File: config.mk
export PLATFORM = sky130hd
export DESIGN_NAME = bus_term_ctrl
export DESIGN_NICKNAME = d
export VERILOG_FILES = /design/src/rtl/bt_pkg.sv /design/src/rtl/bt_ws_mux.sv /design/src/rtl/bt_beat_timer.sv /design/src/rtl/bt_seq.sv /design/src/rtl/bus_term_ctrl.sv
export SDC_FILE = /design/constraint.sdc
export NUM_CORES = 1
export LEC_CHECK = 0
export BUFFER_PORTS_ARGS = -buffer_cell sky130_fd_sc_hd__buf_2
export CELL_PAD_IN_SITES_DETAIL_PLACEMENT = 1
export CELL_PAD_IN_SITES_GLOBAL_PLACEMENT = 1
export CORE_MARGIN = 2
export CORE_UTILIZATION = 33
export CTS_BUF_LIST = sky130_fd_sc_hd__clkbuf_4 sky130_fd_sc_hd__clkbuf_8
export DETAILED_ROUTE_END_ITERATION = 8
export PLACE_DENSITY_LB_ADDON = 0.08
export SLEW_MARGIN = 20
export SYNTH_ARGS = -nofsm -noshare
export SYNTH_HDL_FRONTEND = slang
export SYNTH_SLANG_ARGS = --single-unit
export TNS_END_PERCENT = 100
File: constraint.sdc
create_clock -name clk -period 2.2 [get_ports clk]
set_input_delay 0.11 -clock clk [delete_from_list [all_inputs] [get_ports clk]]
set_output_delay 0.11 -clock clk [all_outputs]
set_load 0.03 [all_outputs]
File: src/rtl/bt_pkg.sv
package bt_pkg;
  localparam int WS_W = 4;

  typedef enum logic {
    ST_IDLE = 1'b0,
    ST_RUN  = 1'b1
  } bt_state_e;

  function automatic int wider(input int a, input int b);
    return (a > b) ? a : b;
  endfunction
endpackage

File: src/rtl/bt_ws_mux.sv
module bt_ws_mux
  import bt_pkg::*;
#(
  parameter int NUM_CS = 4,
  parameter int CS_W   = 2
) (
  input  logic [NUM_CS*WS_W-1:0] wait_flat_i,
  input  logic [NUM_CS-1:0]      auto_flat_i,
  input  logic [CS_W-1:0]        sel_i,
  output logic [WS_W-1:0]        ws_o,
  output logic                   auto_en_o
);
  logic [WS_W-1:0] ws_arr [NUM_CS];

  for (genvar g = 0; g < NUM_CS; g++) begin : g_slice
    assign ws_arr[g] = wait_flat_i[g*WS_W +: WS_W];
  end

  always_comb begin
    ws_o      = '0;
    auto_en_o = 1'b0;
    for (int k = 0; k < NUM_CS; k++) begin
      if (sel_i == CS_W'(k)) begin
        ws_o      = ws_arr[k];
        auto_en_o = auto_flat_i[k];
      end
    end
  end
endmodule

File: src/rtl/bt_beat_timer.sv
module bt_beat_timer
  import bt_pkg::*;
#(
  parameter int CNT_W = 6,
  parameter int MON_W = 6
) (
  input  logic             clk,
  input  logic             rst_n,
  input  logic             clear_i,
  input  logic             run_i,
  input  logic [WS_W-1:0]  ws_i,
  input  logic             auto_en_i,
  input  logic             mon_en_i,
  input  logic [MON_W-1:0] mon_limit_i,
  output logic             auto_hit_o,
  output logic             mon_hit_o
);
  logic [CNT_W-1:0] cnt_q;

  function automatic logic [CNT_W-1:0] sat_inc(input logic [CNT_W-1:0] v);
    return (&v) ? v : v + CNT_W'(1);
  endfunction

  always_ff @(posedge clk) begin
    if (!rst_n)       cnt_q <= '0;
    else if (clear_i) cnt_q <= '0;
    else if (run_i)   cnt_q <= sat_inc(cnt_q);
  end

  assign auto_hit_o = auto_en_i && (cnt_q == CNT_W'(ws_i));
  assign mon_hit_o  = mon_en_i && (cnt_q == CNT_W'(mon_limit_i));

  // the per-beat count restarts after every termination or start
  assert_beat_restart_R7: assert property (@(posedge clk) disable iff (!rst_n)
    clear_i |=> cnt_q == '0)
    else $error("beat timer did not restart");

  // a running beat advances its clock index by one
  assert_timer_advance_R2: assert property (@(posedge clk) disable iff (!rst_n)
    (run_i && !clear_i && !(&cnt_q)) |=> cnt_q == $past(cnt_q) + CNT_W'(1))
    else $error("beat timer did not advance");
endmodule

File: src/rtl/bt_seq.sv
module bt_seq
  import bt_pkg::*;
#(
  parameter int CS_W   = 2,
  parameter int BEAT_W = 3
) (
  input  logic              clk,
  input  logic              rst_n,
  input  logic              start_i,
  input  logic [CS_W-1:0]   start_cs_i,
  input  logic [BEAT_W-1:0] start_beats_m1_i,
  input  logic              ack_i,
  input  logic              err_i,
  input  logic              auto_hit_i,
  input  logic              mon_hit_i,
  output logic [CS_W-1:0]   cs_o,
  output logic              busy_o,
  output logic              restart_o,
  output logic              beat_ok_o,
  output logic              abort_o,
  output logic              done_o,
  output logic              done_err_o,
  output logic [BEAT_W:0]   done_beats_o
);
  bt_state_e         state_q;
  logic [CS_W-1:0]   cs_q;
  logic [BEAT_W-1:0] last_q, idx_q;
  logic              done_q, err_q;
  logic [BEAT_W:0]   beats_q;
  logic              accept_w, final_w;

  assign busy_o    = (state_q == ST_RUN);
  assign abort_o   = busy_o && (err_i || mon_hit_i);
  assign beat_ok_o = busy_o && (ack_i || auto_hit_i) && !abort_o;
  assign final_w   = abort_o || (beat_ok_o && (idx_q == last_q));
  assign accept_w  = !busy_o && start_i;
  assign restart_o = accept_w || beat_ok_o;
  assign cs_o      = cs_q;

  always_ff @(posedge clk) begin
    if (!rst_n) begin
      state_q <= ST_IDLE;
      cs_q    <= '0;
      last_q  <= '0;
      idx_q   <= '0;
      done_q  <= 1'b0;
      err_q   <= 1'b0;
      beats_q <= '0;
    end else begin
      done_q <= 1'b0;
      if (accept_w) begin
        state_q <= ST_RUN;
        cs_q    <= start_cs_i;
        last_q  <= start_beats_m1_i;
        idx_q   <= '0;
      end else if (final_w) begin
        state_q <= ST_IDLE;
        done_q  <= 1'b1;
        err_q   <= abort_o;
        beats_q <= abort_o ? {1'b0, idx_q} : {1'b0, idx_q} + (BEAT_W+1)'(1);
      end else if (beat_ok_o) begin
        idx_q <= idx_q + BEAT_W'(1);
      end
    end
  end

  assign done_o       = done_q;
  assign done_err_o   = err_q;
  assign done_beats_o = beats_q;

  assert_start_accept_R1: assert property (@(posedge clk) disable iff (!rst_n)
    (start_i && !busy_o) |=> busy_o)
    else $error("start not accepted");

  assert_start_ignored_R1: assert property (@(posedge clk) disable iff (!rst_n)
    (start_i && busy_o && !final_w) |=> (busy_o && $stable(cs_q) && $stable(last_q)))
    else $error("start disturbed a running access");

  assert_full_count_R4: assert property (@(posedge clk) disable iff (!rst_n)
    (done_o && !done_err_o) |-> done_beats_o == {1'b0, last_q} + (BEAT_W+1)'(1))
    else $error("wrong completed beat count");

  assert_abort_report_R5: assert property (@(posedge clk) disable iff (!rst_n)
    abort_o |=> (done_o && done_err_o && !busy_o))
    else $error("abort not reported");

  assert_err_wins_R6: assert property (@(posedge clk) disable iff (!rst_n)
    (busy_o && err_i) |-> (abort_o && !beat_ok_o))
    else $error("error lost against normal termination");

  assert_monitor_trip_R7: assert property (@(posedge clk) disable iff (!rst_n)
    (busy_o && mon_hit_i) |-> abort_o)
    else $error("monitor trip not turned into an abort");

  assert_idle_quiet_R8: assert property (@(posedge clk) disable iff (!rst_n)
    (!busy_o && !start_i) |=> (!done_o && !busy_o))
    else $error("idle strobes produced activity");

  assert_done_pulse_R9: assert property (@(posedge clk) disable iff (!rst_n)
    done_o |=> !done_o)
    else $error("done held longer than one clock");
endmodule

File: src/rtl/bus_term_ctrl.sv
module bus_term_ctrl
  import bt_pkg::*;
#(
  parameter int NUM_CS = 4,
  parameter int BEAT_W = 3,
  parameter int MON_W  = 6,
  localparam int CS_W  = (NUM_CS > 1) ? $clog2(NUM_CS) : 1,
  localparam int CNT_W = wider(WS_W, MON_W)
) (
  input  logic                   clk,
  input  logic                   rst_n,
  input  logic                   start_i,
  input  logic [CS_W-1:0]        start_cs_i,
  input  logic [BEAT_W-1:0]      start_beats_m1_i,
  input  logic [NUM_CS*WS_W-1:0] cs_wait_i,
  input  logic [NUM_CS-1:0]      cs_auto_i,
  input  logic                   ack_i,
  input  logic                   err_i,
  input  logic                   mon_en_i,
  input  logic [MON_W-1:0]       mon_limit_i,
  output logic                   busy_o,
  output logic                   beat_ack_o,
  output logic                   abort_o,
  output logic                   done_o,
  output logic                   done_err_o,
  output logic [BEAT_W:0]        done_beats_o
);
  logic [CS_W-1:0] cs_w;
  logic [WS_W-1:0] ws_w;
  logic            auto_en_w, auto_hit_w, mon_hit_w, restart_w;

  bt_ws_mux #(.NUM_CS(NUM_CS), .CS_W(CS_W)) u_mux (
    .wait_flat_i (cs_wait_i),
    .auto_flat_i (cs_auto_i),
    .sel_i       (cs_w),
    .ws_o        (ws_w),
    .auto_en_o   (auto_en_w)
  );

  bt_beat_timer #(.CNT_W(CNT_W), .MON_W(MON_W)) u_timer (
    .clk         (clk),
    .rst_n       (rst_n),
    .clear_i     (restart_w),
    .run_i       (busy_o),
    .ws_i        (ws_w),
    .auto_en_i   (auto_en_w),
    .mon_en_i    (mon_en_i),
    .mon_limit_i (mon_limit_i),
    .auto_hit_o  (auto_hit_w),
    .mon_hit_o   (mon_hit_w)
  );

  bt_seq #(.CS_W(CS_W), .BEAT_W(BEAT_W)) u_seq (
    .clk              (clk),
    .rst_n            (rst_n),
    .start_i          (start_i),
    .start_cs_i       (start_cs_i),
    .start_beats_m1_i (start_beats_m1_i),
    .ack_i            (ack_i),
    .err_i            (err_i),
    .auto_hit_i       (auto_hit_w),
    .mon_hit_i        (mon_hit_w),
    .cs_o             (cs_w),
    .busy_o           (busy_o),
    .restart_o        (restart_w),
    .beat_ok_o        (beat_ack_o),
    .abort_o          (abort_o),
    .done_o           (done_o),
    .done_err_o       (done_err_o),
    .done_beats_o     (done_beats_o)
  );
endmodule

* After elaboration in Yosys (flattened, before gate mapping)
Index checks and enable logic that the tools add are counted.
Word-level totals: bits in registers 21, input port bits 37, output and inout bits 9, logic and storage cells 54
Cells by class: add/sub/neg operators 3, eq/ne operators 6, muxes and demuxes 12, bitwise gates (word level) 4, reductions and logical operators 21
Operator list (count):
- 4-bit two-way mux | 5
- 1-bit logical AND | 7
- 1-bit two-way mux | 7
- 6-bit by 1-bit adder with 6-bit output (second input constant) | 1
- 6-bit by 4-bit equality test with 1-bit output | 1
- 6-bit equality test | 1
- 2-bit AND reduction | 3
- 6-bit AND reduction | 1
- 3-bit by 1-bit adder with 4-bit output (second input constant) | 1
- 2-bit equality test (second input constant) | 2
- 1-bit logical OR | 4
- 1-bit NOT | 4
- 2-bit OR reduction | 2
- 3-bit by 1-bit adder with 3-bit output (second input constant) | 1
- 3-bit equality test | 1
- 2-bit by 1-bit equality test with 1-bit output (second input constant) | 1
- 1-bit zero test | 2
- 2-bit zero test | 1
- 2-bit nonzero test | 1

* Longest topological paths before layout
depth in word-level cells 14, mapped depth 8, gate-level depth less buffers 7

* Hierarchy
Synthesis repeated with hierarchy kept, for this count alone.
Unflattened totals: cells, all modules 136, area total of the unflattened synthesis 1242.4 µm²
Modules (own cells, without submodules):
- bt_seq | times used 1, cells each 82, area each 700.7 µm², seq. area each 300.3 µm²
- bt_beat_timer | times used 1, cells each 48, area each 417.9 µm², seq. area each 120.1 µm²
- bt_ws_mux | times used 1, cells each 6, area each 123.9 µm², seq. area each 0.0 µm²

* Least setup slack after synthesis
Ideal clock, no wire load.
path type register -> register, start point register u_seq.cs_q[0] (netlist: u_seq.cs_o[0]), end point register u_seq.beats_q[1] (netlist: u_seq.done_beats_o[1]), setup time 133 ps, data arrival time 1933 ps, required time 2067 ps, path slack 134 ps, cell stages (with the launch flop) 8, path buffers 1, clock period less this slack 2066 ps, cells stage by stage dfxtp_1 > buf_6 > mux4_2 > xnor2_1 > nand4_2 > o31ai_4 > mux2i_1 > a211oi_2
On the way: longest elaborated chain between the ends 13, elaborated cells on any way between the ends 20, those cells by class eq/ne: 4; mux: 8; reduce/logical: 8
RTL lines:
- start: declaration | line bt_seq.sv:26 | logic [CS_W-1:0] cs_q;
- start signal: assignment | line bt_seq.sv:53 | cs_q <= start_cs_i;
- 2-bit zero test | line bt_ws_mux.sv:23 | if (sel_i == CS_W'(k)) begin
- 4-bit two-way mux (4 in a row) | line bt_ws_mux.sv:23
- 6-bit by 4-bit equality test with 1-bit output | line bt_beat_timer.sv:30 | assign auto_hit_o = auto_en_i && (cnt_q == CNT_W'(ws_i));
- 1-bit logical AND (*) | line bt_beat_timer.sv:30
- 1-bit logical OR (*) | line bt_seq.sv:34 | assign beat_ok_o = busy_o && (ack_i || auto_hit_i) && !abort_o;
- 1-bit logical AND (*) (2 in a row) | line bt_seq.sv:34
- 1-bit logical AND (*) | line bt_seq.sv:35 | assign final_w = abort_o || (beat_ok_o && (idx_q == last_q));
- 1-bit logical OR (*) | line bt_seq.sv:35
- 2-bit AND reduction (no line) (*)
- end signal: assignment | line bt_seq.sv:60 | beats_q <= abort_o ? {1'b0, idx_q} : {1'b0, idx_q} + (BEAT_W+1)'(1);
- end: declaration | line bt_seq.sv:29 | logic [BEAT_W:0] beats_q;
Every way passes the cells marked *; elsewhere a longest branch is shown, timed or not. A chain may end at the register's enable or synchronous reset.

* Worst setup path after layout
start point register u_seq.cs_q[0] (netlist: u_seq.cs_o[0]), end point output beat_ack_o
On the way: longest elaborated chain between the ends 10, elaborated cells on any way between the ends 17, those cells by class eq/ne: 4; mux: 8; reduce/logical: 5
RTL lines:
- 2-bit zero test | line bt_ws_mux.sv:23
- 4-bit two-way mux (4 in a row) | line bt_ws_mux.sv:23
- 6-bit by 4-bit equality test with 1-bit output | line bt_beat_timer.sv:30
- 1-bit logical AND (*) | line bt_beat_timer.sv:30
- 1-bit logical OR (*) | line bt_seq.sv:34
- 1-bit logical AND (*) (2 in a row) | line bt_seq.sv:34
- end: declaration | line bus_term_ctrl.sv:22 | output logic beat_ack_o,
Marks and branches as above.

==> results.sh <==
export IMPL_synthCells=146
export IMPL_preCtsSetupSlack_ns=-0.0901
export IMPL_hold_depth=3
export IMPL_finalSetupViolCount=0
export IMPL_startpoint="u_seq.cs_o[0]"
export IMPL_critical_path_class="register to output port"
export IMPL_cap_violations=0
export IMPL_synth_simple_area_share_pct=21.4
export IMPL_synth_edf_count=0
export IMPL_design_core_area_mm2=0.00366
export IMPL_drive_gt1_share_pct=39.0
export IMPL_cts_buffer_depth=2
export IMPL_power_share_combinational_pct=23.5
export IMPL_hold_buffers=0
export IMPL_power_internal_mw=0.636
export IMPL_r2r_start="u_seq.cs_o[0]"
export IMPL_min_period_ns=2.13
export IMPL_wire_per_inst_um=14.0
export IMPL_cts_sinks=21
export IMPL_fmax_ghz=0.470
export IMPL_synth_cell_types=32
export IMPL_cts_buffers=3
export IMPL_synth_top_area_cell="dfxtp_1"
export IMPL_synth_compound_area_share_pct=19.4
export IMPL_io_pins=46
export IMPL_crit_cells=6
export IMPL_crit_fanout=5
export IMPL_hpwl_um=2860
export IMPL_grt_max_degree=13
export IMPL_cts_htree_levels=1
export IMPL_wirelength_um=3460
export IMPL_drc=0
export IMPL_required_ns=2.09
export IMPL_nets=240
export IMPL_hold_viol_final=0
export IMPL_powerDensity_mw_per_mm2=518
export IMPL_min_period_over_period_pct=96.6
export IMPL_synthMuxAreaShare_pct=8.80
export IMPL_insertedDiodeCount=0
export IMPL_max_stage_delay_ns=0.53
export IMPL_p_clk_share_pct=30.2
export IMPL_root_buffer="clkbuf_8"
export IMPL_grtUsageTotal_pct=17.7
export IMPL_p_leak_nw=0.696
export IMPL_slew_violations=0
export IMPL_r2r_slack_ns=0.12
export IMPL_skew_ns=0.00134
export IMPL_total_power_mw=0.878
export IMPL_critPathSlowestCell="mux4_2"
export IMPL_synth_top_area_share_pct=33.6
export IMPL_die_x_um=65.6
export IMPL_syn_cell_area_mm2=0.00125
export IMPL_power_switching_mw=0.243
export IMPL_reg2regPathDepth=8
export IMPL_cts_reportedPaths_clkPinSlew_ns=0.08
export IMPL_die_h_um=65.6
export IMPL_regArea_um2=425
export IMPL_synth_xor_area_share_pct=11.2
export IMPL_hold_slack_ns=0.0748
export IMPL_fin_ws_ns=0.0745
export IMPL_grt_overflow=0
export IMPL_synth_top_family_by_area="simple AND/OR/NAND/NOR gates"
export IMPL_hold_class="input port to register"
export IMPL_rows=22
export IMPL_clk_latency_ns=0.26
export IMPL_max_vdd_ir_drop_mv=0.198
export IMPL_cts_tree="built"
export IMPL_multiInputGateArea_um2=830
export IMPL_portBuffers=45
export IMPL_start_util_pct=34.2
export IMPL_tightest_slew_ns=0.681
export IMPL_vias_per_cell=5.00
export IMPL_antenna_left=0
export IMPL_grt_pass1_vias=1281
export IMPL_max_slew_margin_pct=54.1
export IMPL_synth_warnings=0
export IMPL_drtPass1Iterations=4
export IMPL_outcome="finished, final reports clean"
export IMPL_async_flop_share_pct=0
export IMPL_gp_congestion=0.785
export IMPL_drt_initial_drc_count=46
export IMPL_cp_cell_sequence="mux4_2 > xnor2_2 > nand4_2 > o21a_1 > nor2_2 > buf_6"
export IMPL_ys_top_cells_by_area="dfxtp_1, xnor2_1, mux4_2, nand2_1, nor2_1"
export IMPL_vias=1239
export IMPL_ys_ff_latch=21
export IMPL_die_area_mm2=0.00430
export IMPL_worstSetupStartpointType="register"
export IMPL_cp_arrival_ns=2.02
export IMPL_yosysMostFrequentCell="dfxtp_1"
export IMPL_area_growth_pct=35.6
export IMPL_finalSetupTns_ns=0
export IMPL_crit_end="beat_ack_o"
export IMPL_ys_seq_area_share_pct=33.6
export IMPL_crit_family="multiplexers"
export IMPL_switching_share_pct=27.6
export IMPL_cp_end_kind="output port"
export IMPL_power_share_sequential_pct=46.3
export IMPL_r2r_end="u_seq.done_beats_o[1]"
export IMPL_avgSynthCellArea_um2=8.57
export IMPL_rsz0062_at_grt="true"
export IMPL_synthTopCellsByCount="dfxtp_1, nand2_1, nor2_1, xnor2_1, a21oi_1"
export IMPL_synthAdderAreaFrac_pct=2.00
export IMPL_ys_flop_type="dfxtp_1"
export IMPL_path_buf_inv=1
export IMPL_synth_fp_nets=185
export IMPL_grt_pass1_wl_um=5880
export IMPL_antenna_found_initial=0
export IMPL_n_fill_cell=458
-- routing by layer --
layer / vias to the layer above / GRT usage [%] / part of all wire (%) / wire length [um]
met5: - / 0 / 0 / 0
met4: 0 / 4.17 / 0.66 / 23
met3: 2 / 2.74 / 4.1 / 143
met2: 31 / 31.1 / 48 / 1670
met1: 578 / 22.7 / 47 / 1630
li1: 628 / - / - / -
-- power by group through the flow --
stage	clock, mW	sequential [mW]	combinational, mW
2_1_floorplan	0	0.424	0.105
4_1_cts	0.280	0.406	0.198
5_1_grt	0.295	0.409	0.226
3_3_place_gp	0	0.415	0.183
6_report	0.266	0.406	0.206
3_5_place_dp	0	0.416	0.191
-- kinds of logic (layout without fill, tap and decap cells) --
| group | after synthesis | after routing |
|---|---|---|
| AND/OR/NAND/NOR | 56 | 56 |
| AO/OA/AOI/OAI | 35 | 35 |
| flip-flops | 21 | 21 |
| XOR/XNOR | 16 | 16 |
| buffers and inverters | 10 | 64 |
| multiplexers | 6 | 6 |
| adder cells (fa/ha/maj) | 2 | 2 |
-- cells in the final DEF, fill, tap and decap left out, drive strengths merged --
cell,Yosys,final
buf,1,55
dfxtp,21,21
nand2,20,20
nor2,15,15
xnor2,15,15
a21oi,10,10
o21ai,7,7
inv,5,5
nand4,5,5
nor2b,5,5
nand3,4,4
mux4,4,4
a31oi,4,4
clkbuf,4,4
nand3b,3,3
a211oi,3,3
o21bai,2,2
a2bb2oi,2,2
a32oi,2,2
o21a,2,2
nand2b,2,2
ha,2,2
mux2i,2,2
or2,1,1
o31ai,1,1
a31o,1,1
or3,1,1
xor2,1,1
a41o,1,1
-- how the worst min path moves through the flow --
stage                       start            end  slack (ns)
floorplan           start_cs_i[0]  u_seq.cs_o[0]        0.25
global route        start_cs_i[0]  u_seq.cs_o[0]        0.07
finish              start_cs_i[0]  u_seq.cs_o[0]        0.07
CTS                 start_cs_i[0]  u_seq.cs_o[0]        0.07
global placement    start_cs_i[1]  u_seq.cs_o[1]        0.35
detailed placement  start_cs_i[0]  u_seq.cs_o[0]        0.36
-- sequential cells by signal, indices dropped and copies added (netlist names) --
register	cells
u_seq.last_q	3
u_seq.done_beats_o	4
u_seq.done_o	1
u_seq.done_err_o	1
u_seq.busy_o	1
u_timer.cnt_q	6
u_seq.cs_o	2
u_seq.idx_q	3
-- layout make-up --
cell class / count / share of cell area, %
tap: 48 / 3.54
clock buffer: 4 / 2.88
inverter: 5 / 1.11
multi-input combinational: 115 / 48.9
timing repair buffer: 55 / 18.5
sequential: 21 / 25.1
-- worst register-to-register path, cell delays in order (launching register included) --
cell and delay [ns]:
dfxtp_4 0.37, buf_6 0.14, nor2b_4 0.11, a32oi_1 0.07
mux4_2 0.54, o31ai_4 0.27, buf_6 0.16, mux2i_2 0.22
a211oi_2 0.09
-- stage by stage --
| stage | instance area [um^2] | cells | util (%) |
|---|---|---|---|
| after global routing | 1700 | 248 | 46.3 |
| after global placement | 1570 | 242 | 42.9 |
| after floorplan | 1250 | 146 | - |
| after CTS | 1650 | 248 | 45.1 |
| final | 1700 | 248 | 46.3 |
| after detailed placement | 1570 | 242 | 42.9 |
-- timing repair --
action / CTS / global route
endpoints found under the hold margin: 0 / 0
endpoints found under the setup margin: 5 / 14
buffers inserted: 2 / 0
pin swaps: 2 / 4
gates resized for setup: 6 / 12
No activity file was read; power rests on OpenSTA's default activity.
